--- config.mk ---
export PLATFORM = sky130hd
export DESIGN_NAME = crc_serial_engine
export DESIGN_NICKNAME = d
export VERILOG_FILES = /design/src/rtl/crc_pkg.sv /design/src/rtl/crc_cfg_reg.sv /design/src/rtl/crc_bit_step.sv /design/src/rtl/crc_status.sv /design/src/rtl/crc_serial_engine.sv
export SDC_FILE = /design/constraint.sdc
export NUM_CORES = 1
export LEC_CHECK = 0
export BUFFER_PORTS_ARGS = -buffer_cell sky130_fd_sc_hd__buf_4
export CORE_UTILIZATION = 45
export CTS_BUF_LIST = sky130_fd_sc_hd__clkbuf_8 sky130_fd_sc_hd__clkbuf_16
export DETAILED_ROUTE_END_ITERATION = 10
export MAX_ROUTING_LAYER = met4
export PLACE_DENSITY = 0.67
export SYNTH_ARGS = -nofsm -noshare
export SYNTH_HDL_FRONTEND = slang
export SYNTH_SLANG_ARGS = --single-unit
--- constraint.sdc ---
create_clock -name clk -period 4 [get_ports clk]
set_clock_uncertainty 0.1 [all_clocks]
set_input_delay 0.2 -clock clk [delete_from_list [all_inputs] [get_ports clk]]
set_output_delay 0.2 -clock clk [all_outputs]
set_load 0.05 [all_outputs]
--- src/rtl/crc_pkg.sv ---
package crc_pkg;

    localparam int CRC_MAX_W = 32;
    localparam int CRC_MIN_W = 3;
    localparam int WSEL_W    = $clog2(CRC_MAX_W) + 1;

    typedef logic [CRC_MAX_W-1:0] crc_word_t;
    typedef logic [WSEL_W-1:0]    crc_wsel_t;

    localparam crc_wsel_t WSEL_LO = crc_wsel_t'(CRC_MIN_W);
    localparam crc_wsel_t WSEL_HI = crc_wsel_t'(CRC_MAX_W);

    // Per-message configuration after expansion of the polynomial
    typedef struct packed {
        crc_word_t mask;   // ones in the active register bits
        crc_word_t taps;   // feedback taps, constant term included
    } crc_cfg_t;

    typedef struct packed {
        logic done;
        logic mismatch;
    } crc_status_t;

    function automatic crc_wsel_t clamp_width(crc_wsel_t ws);
        if (ws < WSEL_LO) return WSEL_LO;
        if (ws > WSEL_HI) return WSEL_HI;
        return ws;
    endfunction

    function automatic crc_word_t width_mask(crc_wsel_t w);
        crc_word_t m;
        for (int i = 0; i < CRC_MAX_W; i++) m[i] = (i < int'(w));
        return m;
    endfunction

    // Compact notation: poly bit i is term x^(i+1); x^0 is implied.
    function automatic crc_word_t expand_taps(crc_word_t poly, crc_word_t mask);
        return {poly[CRC_MAX_W-2:0], 1'b1} & mask;
    endfunction

    function automatic crc_cfg_t build_cfg(crc_wsel_t ws, crc_word_t poly);
        crc_cfg_t c;
        c.mask = width_mask(clamp_width(ws));
        c.taps = expand_taps(poly, c.mask);
        return c;
    endfunction

endpackage

--- src/rtl/crc_cfg_reg.sv ---
module crc_cfg_reg
    import crc_pkg::*;
(
    input  logic      clk,
    input  logic      rst,
    input  logic      start,
    input  crc_wsel_t width_sel,
    input  crc_word_t poly,
    output crc_cfg_t  cfg_eff
);
    crc_cfg_t cfg_new;
    crc_cfg_t cfg_q;

    assign cfg_new = build_cfg(width_sel, poly);

    always_ff @(posedge clk) begin
        if (rst) begin
            cfg_q <= build_cfg(WSEL_HI, '0);
        end else if (start) begin
            cfg_q <= cfg_new;
        end
    end

    // The start cycle already uses the new configuration
    assign cfg_eff = start ? cfg_new : cfg_q;

endmodule

--- src/rtl/crc_bit_step.sv ---
module crc_bit_step #(
    parameter int W = 32
) (
    input  logic [W-1:0] rem,
    input  logic [W-1:0] mask,
    input  logic [W-1:0] taps,
    input  logic         din,
    output logic [W-1:0] nxt
);
    logic [W-1:0] top_bit;
    logic         msb;
    logic         fb;

    // Highest active bit of the mask marks the register MSB
    assign top_bit = mask & ~(mask >> 1);
    assign msb     = |(rem & top_bit);
    assign fb      = din ^ msb;

    for (genvar i = 0; i < W; i++) begin : g_bit
        if (i == 0) begin : g_lsb
            assign nxt[i] = mask[i] & (fb & taps[i]);
        end else begin : g_upper
            assign nxt[i] = mask[i] & (rem[i-1] ^ (fb & taps[i]));
        end
    end

endmodule

--- src/rtl/crc_status.sv ---
module crc_status
    import crc_pkg::*;
(
    input  logic        clk,
    input  logic        rst,
    input  logic        accept_last,
    input  logic        check_mode,
    input  logic        rem_nonzero,
    output crc_status_t status
);
    always_ff @(posedge clk) begin
        if (rst) begin
            status <= '0;
        end else begin
            status.done     <= accept_last;
            status.mismatch <= accept_last & check_mode & rem_nonzero;
        end
    end

endmodule

--- src/rtl/crc_serial_engine.sv ---
module crc_serial_engine
    import crc_pkg::*;
(
    input  logic        clk,
    input  logic        rst,
    input  logic        start,
    input  logic        bit_valid,
    input  logic        bit_in,
    input  logic        bit_last,
    input  logic        check_mode,
    input  logic [5:0]  width_sel,
    input  logic [31:0] poly,
    input  logic [31:0] seed,
    output logic [31:0] crc_value,
    output logic        done,
    output logic        mismatch
);
    crc_cfg_t    cfg_eff;
    crc_word_t   rem_q;
    crc_word_t   rem_base;
    crc_word_t   rem_step;
    crc_word_t   rem_d;
    crc_status_t status;

    crc_cfg_reg u_cfg (
        .clk      (clk),
        .rst      (rst),
        .start    (start),
        .width_sel(crc_wsel_t'(width_sel)),
        .poly     (poly),
        .cfg_eff  (cfg_eff)
    );

    assign rem_base = start ? (seed & cfg_eff.mask) : rem_q;

    crc_bit_step #(.W(CRC_MAX_W)) u_step (
        .rem (rem_base),
        .mask(cfg_eff.mask),
        .taps(cfg_eff.taps),
        .din (bit_in),
        .nxt (rem_step)
    );

    assign rem_d = bit_valid ? rem_step : rem_base;

    always_ff @(posedge clk) begin
        if (rst) rem_q <= '0;
        else     rem_q <= rem_d;
    end

    crc_status u_status (
        .clk        (clk),
        .rst        (rst),
        .accept_last(bit_valid & bit_last),
        .check_mode (check_mode),
        .rem_nonzero(|rem_step),
        .status     (status)
    );

    assign crc_value = rem_q;
    assign done      = status.done;
    assign mismatch  = status.mismatch;

endmodule

-- Word level (Yosys, flattened, before mapping)
Index checks and enable logic that the tools add are counted.
- memory bits (read-only): 0
- flip-flop bits (word level): 98
- RAM bits: 0
- logic and storage cells: 155
- memories kept: 0
- output and inout bits: 34
- bits in latches: 0
- input port bits: 77
- multiplexer cells: 10
- magnitude comparators: 34
- equal/unequal tests: 0
- shifts and indexed selects: 0
- reduce and logical (&&, ||, !) cells: 2
- div/mod/pow operators: 0
- add/subtract/negate cells: 0
- $mul: 0
- bitwise gates (word level): 104
- operators by type and width (operator ; count):
    bitwise AND 32 bit ; 4
    less-than comparator 5 x 6 -> 1 bit, first input constant ; 16
    bitwise AND 1 bit ; 67
    2-to-1 mux 32 bit ; 2
    2-to-1 mux 64 bit ; 1
    OR reduction 32 bit ; 2
    less-than comparator 4 x 6 -> 1 bit, first input constant ; 8
    inverter 31 -> 32 bit ; 1
    XOR 1 bit ; 32
    less-than comparator 3 x 6 -> 1 bit, first input constant ; 4
    2-to-1 mux 6 bit ; 4
    less-than comparator 1 x 6 -> 1 bit, first input constant ; 2
    less-than comparator 2 x 6 -> 1 bit, first input constant ; 2
    > comparator 6 bit, second input constant ; 1
    less-than comparator 6 x 2 -> 1 bit, second input constant ; 1
    2-to-1 mux 1 bit ; 3

-- Longest topological paths before layout
- depth in word-level cells: 18
- gate-level depth with buffers: 18
- mapped depth without buffers: 12

-- Hierarchy
A second synthesis with hierarchy kept.
- cells, all modules: 865
- area total of the unflattened synthesis: 6700.2 um2
- modules (own cells, without submodules) (module ; instances ; cells an instance ; area each (um2) ; seq. area each (um2)):
    crc_cfg_reg ; 1 ; 368 ; 3005.4 ; 1281.2
    crc_serial_engine ; 1 ; 253 ; 1934.4 ; 640.6
    crc_bit_step ; 1 ; 240 ; 1701.6 ; 0.0
    crc_status ; 1 ; 4 ; 58.8 ; 40.0

-- Least setup slack after synthesis
OpenSTA, ideal clock, no wires.
- kind: register -> register
- from: reg rem_q[19] (netlist: crc_value[19])
- to: reg, netlist name u_status.status[0]
- setup time: 0.125 ns
- slack: 0.255 ns
- clock period less this slack: 3.745 ns
- buffers on the path: 0
- stages on the path, launching flop included: 13
- data required time: 3.775 ns
- arrival time: 3.520 ns
- cells stage by stage: dfxtp_1 -> nor2b_1 -> a32oi_1 -> o2111ai_1 -> or4_4 -> nor4_4 -> a21oi_2 -> or2_4 -> or3_1 -> a32o_1 -> a2111oi_2 -> nand4_1 -> o41a_1
- word-level cells in the longest chain between the ends: 9
- elaborated cells between the ends (all ways): 101
- those cells by class: mux (1); bitwise (98); reduce/logical (2)
- RTL lines (what ; RTL line ; RTL):
    from (decl) ; crc_serial_engine.sv:19 ; crc_word_t rem_q;
    from (signal assigned) ; crc_serial_engine.sv:48 ; else rem_q <= rem_d;
    2-to-1 mux 32 bit * ; crc_serial_engine.sv:34 ; assign rem_base = start ? (seed & cfg_eff.mask) : rem_q;
    bitwise AND 32 bit ; crc_bit_step.sv:16 ; assign msb = |(rem & top_bit);
    OR reduction 32 bit ; crc_bit_step.sv:16 ;
    XOR 1 bit ; crc_bit_step.sv:17 ; assign fb = din ^ msb;
    bitwise AND 1 bit ; crc_bit_step.sv:23 ; assign nxt[i] = mask[i] & (rem[i-1] ^ (fb & taps[i]));
    XOR 1 bit ; crc_bit_step.sv:23 ;
    bitwise AND 1 bit ; crc_bit_step.sv:23 ;
    OR reduction 32 bit * ; crc_serial_engine.sv:56 ; .rem_nonzero(|rem_step),
    bitwise AND 1 bit * ; crc_status.sv:16 ; status.mismatch <= accept_last & check_mode & rem_nonzero;
Mark *: on every way between the ends. The rest lies on a longest branch, timed or not.
A chain may end at the register's enable or synchronous reset.

-- Worst setup path after layout
- from: in width_sel[3]
- to: reg, netlist name u_status.status[0]
- word-level cells in the longest chain between the ends: 17
- elaborated cells between the ends (all ways): 146
- those cells by class: order compare (34); mux (8); bitwise (102); reduce/logical (2)
- RTL lines (what ; RTL line ; RTL):
    from (decl) ; crc_serial_engine.sv:11 ; input logic [5:0] width_sel,
    > comparator 6 bit ; crc_pkg.sv:26 ; if (ws > WSEL_HI) return WSEL_HI;
    2-to-1 mux 1 bit (2 in a row) ; crc_pkg.sv:26 ;
    2-to-1 mux 6 bit ; crc_pkg.sv:27 ; return ws;
    2-to-1 mux 6 bit * ; crc_pkg.sv:26 ;
    less-than comparator 1 x 6 -> 1 bit, or another cell as far along ; crc_pkg.sv:32 ; for (int i = 0; i < CRC_MAX_W; i++) m[i] = (i < int'(w));
    2-to-1 mux 64 bit * ; crc_cfg_reg.sv:25 ; assign cfg_eff = start ? cfg_new : cfg_q;
    bitwise AND 32 bit or inverter 31 -> 32 bit (tied branches) ; crc_serial_engine.sv:34, crc_bit_step.sv:15 ;
    2-to-1 mux 32 bit or bitwise AND 32 bit (tied branches) ; crc_serial_engine.sv:34, crc_bit_step.sv:15 ;
    bitwise AND 32 bit ; crc_bit_step.sv:16 ;
    OR reduction 32 bit ; crc_bit_step.sv:16 ;
    XOR 1 bit ; crc_bit_step.sv:17 ;
    bitwise AND 1 bit ; crc_bit_step.sv:23 ;
    XOR 1 bit ; crc_bit_step.sv:23 ;
    bitwise AND 1 bit ; crc_bit_step.sv:23 ;
    OR reduction 32 bit * ; crc_serial_engine.sv:56 ;
    bitwise AND 1 bit * ; crc_status.sv:16 ;
Mark *: on every way between the ends. The rest lies on a longest branch, timed or not. The select of a mux whose other input is x is not followed.

==> results.toml <==
[routing]
drt.antenna.violating_nets = 0
viasPerCell = 5.86
dr_total_vias = 6739
drt-wirelength-per-cell_um = 19.7
drt_wl_total_um = 22700
drc = 0
drt_iter0_markers = 689
drt_pre_antenna_iters = 5

[critical_path]
critPathBufInv = 6
reg2reg_depth = 15
path_max_fanout = 11
endpoint_kind = "flip-flop"
r2r_end = "u_status.status[0]"
ff2ff_setup_slack_ns = 0.10
crit_path_start_kind = "primary input"
cp_slowest_cell = "nor4b_2"
cpPeakStageDelay_ns = 0.47
crit_chain = "buf_4 > nor4b_2 > buf_4 > a21o_1 > nand3b_1 > o2111ai_1 > nor4_1 > buf_4 > a21oi_4 > buf_4 > buf_4 > nor3_1 > xor2_1 > a22o_1 > a2111oi_2 > buf_4 > nand4_1 > o41a_1"
crit_arrival_ns = 4.09
required_ns = 4.14
worstReg2RegStart = "u_cfg.cfg_q[42]"
crit_family = "simple AND/OR/NAND/NOR gates"
crit_top_cell = "buf_4"
crit_type = "primary input to flip-flop"

[yosys]
syn_inst = 746
synth_top_area_cell = "dfxtp_1"
synth-edff-count = 0
yosys.area.top_type_share = 0.341
postSynth.asyncResetShare = 0
synth_fp_nets = 823
syn_area_um2 = 5750
synthFlopType = "dfxtp_1"
yosysSeqAreaShare = 0.341
syn_area_per_cell_um2 = 7.71
synthTopCellsByArea = "dfxtp_1 (34%), nor2_1 (6.9%), nand2_1 (4.6%)"
synth_cell_types = 80
ys_ff_latch = 98
yosys_warnings = 0

[placed_design]
dp.cells = 1130
numPortBuffers = 109
gp_congestion = 0.963
hpwl_um = 17200

[grt]
grt.overflow.total = 0
antenna_found_initial = 0
grt_max_degree = 62
grt_usage = 0.359
grt_pass1_wl_um = 34500
grt_pass1_vias = 6407

[sta]
timing_worst_slew_pin_value_ns = 0.782
final-setup-viol-count = 0
slew_viol_final = 0
rsz0062_at_grt = "true"
max_slew_margin = 0.475
hold_ws_ns = 0.00363
finalHoldViolCount = 0
fin_crit_sh = 0.987
fin_crit_ns = 3.95
max_freq_mhz = 253

[power_and_ir_drop]
switching_share = 0.341
p_comb_frac = 0.340
p_sw_w = 0.000969
pwr-share-seq = 0.376
vdd_drop_max_mv = 0.292
powerDensity_nw_per_um2 = 346
leakage_nw = 3.72
pwr-share-clk = 0.285
p_int_w = 0.00188

[floorplanning]
placementRows = 40
coreArea_um2 = 12200
die-area_um2 = 13200
die_h_um = 115
start_util = 0.471
die_w_um = 115
top_level_ports = 111

[run_status]
run_status = "complete, no violations"

[cts]
clockBufferDepth = 2
ctsRootBufferMaster = "clkbuf_16"
numCtsBuffers = 9
clock_sinks = 98
clk_latency_ns = 0.35
htreeDepth = 3
clkTransAtPathRegs_ns = 0.07
cts_tree = "yes"

[finish]
nets = 1054
fin_cells = 1150
fillers = 1079
ff_latch_area_um2 = 1960
multiInputGateArea_um2 = 3590
diodes = 0
area_growth_pct = 42.8
drive_gt1_frac = 0.339
final_util = 0.672

[hold_path]
hold_path_startpoint = "poly[21]"
hp-class = "primary input to flip-flop"
hold_end = "u_cfg.cfg_q[22]"
hold_depth = 3

[job]
maxCapViolations = 0
-- per-stage QoR --
stage / power [W] / TNS (ns) / setup WS, ns / cell area [um^2]
global route: 0.00295 / -0.0177 / -0.0177 / 8210
CTS: 0.00281 / 0 / 0.00174 / 8110
global placement: 0.00198 / -1.09 / -0.706 / 7770
floorplan: 0.00157 / 0 / 0.255 / 5750
detailed placement: 0.00199 / -0.690 / -0.650 / 7770
finish: 0.00285 / 0 / 0.0536 / 8210
-- layer usage --
layer / share of wire / up-vias / GRT usage
met4: 0.028 / 0 / 0.143
met5: 0 / - / -
met2: 0.46 / 321 / 0.559
met3: 0.078 / 40 / 0.0548
li1: - / 3161 / -
met1: 0.44 / 3217 / 0.466
-- what timing repair did --
item | CTS | global route
gates resized for setup | 17 | 15
endpoints found under the setup margin | 1 | 1
hold buffers | 0 | 0
setup buffers | 0 | 4
pin swaps | 9 | 11
-- cell usage after synthesis, types with 4 or more instances --
master / instances
buf_4: 4
xor2_1: 11
o21ai_0: 26
or2_2: 4
a21o_1: 6
a22oi_1: 10
buf_2: 16
inv_1: 14
nand3_1: 17
dfxtp_1: 98
nand3b_1: 6
or3_1: 10
and3_1: 20
mux2i_1: 13
nor2_1: 105
a21boi_0: 7
a211oi_1: 14
nand4_1: 9
nor3b_1: 7
a41oi_1: 4
nor4bb_1: 4
and2_1: 12
nor2b_1: 21
o211ai_1: 5
a31o_2: 4
nor3_1: 16
a21oi_1: 49
o2bb2ai_1: 11
a31oi_1: 14
nand2_1: 70
o21a_1: 6
a311oi_1: 6
nand2b_1: 20
clkbuf_1: 32
-- cells by family after synthesis --
logic type / count (synthesis) / share of synthesized area
simple gates: 343 / 0.307
compound gates: 203 / 0.245
flops: 98 / 0.341
buf+inv: 72 / 0.0570
mux: 16 / 0.0285
xor+xnor: 14 / 0.0213
-- registers in the layout (all words and copies together), names as in the netlist --
signal and count:
u_status.status 2, u_cfg.cfg_q 64, crc_value 32
-- layout by cell type (no fill, tap or decap), types with 5 or more instances in the layout --
cell type / n
a211oi_1: 14
a21boi_0: 7
a21o_1: 6
a21oi_1: 49
a22oi_1: 10
a311oi_1: 6
a31oi_1: 14
and2_1: 12
and3_1: 19
buf_4: 271
clkbuf_16: 9
dfxtp_1: 96
inv_1: 17
mux2i_1: 10
nand2_1: 70
nand2b_1: 20
nand3_1: 17
nand3b_1: 6
nand4_1: 9
nor2_1: 104
nor2b_1: 19
nor3_1: 13
nor3b_1: 6
o211ai_1: 5
o21a_1: 6
o21ai_0: 25
o2bb2ai_1: 11
or3_1: 9
xor2_1: 11
-- cell type report --
cell class,instances,share of cell area
flip-flops and latches,98,0.239
multi-input cells,576,0.438
clock inverters,7,0.00488
well taps,168,0.0256
repair buffers,276,0.258
clock buffers,9,0.0274
inverters,16,0.00731
-- power groups by stage --
stage / registers, W / logic, W / clock network (W)
after floorplan: 0.00117 / 0.000395 / 0
after global placement: 0.00109 / 0.000892 / 0
after detailed placement: 0.00109 / 0.000901 / 0
after CTS: 0.00107 / 0.000925 / 0.000814
after global routing: 0.00107 / 0.00103 / 0.000851
final: 0.00107 / 0.000966 / 0.000810
-- worst max path at each step --
| stage | endpoint | startpoint | slack, ns | cells past startpoint |
|---|---|---|---|---|
| floorplan | u_status.status[0] | crc_value[19] | 0.26 | 12 |
| global placement | u_status.status[0] | start | -0.71 | 16 |
| detailed placement | u_status.status[0] | start | -0.65 | 16 |
| global route | u_status.status[0] | crc_value[6] | -0.02 | 15 |
| finish | u_status.status[0] | width_sel[3] | 0.05 | 18 |
| CTS | u_status.status[0] | crc_value[19] | 0.002 | 14 |
-- tightest hold or removal path, stage by stage --
cell,delay (ns)
buf_4,0.08
a22oi_1,0.07
nor2_1,0.08
Power figures use the tool's default switching activity.
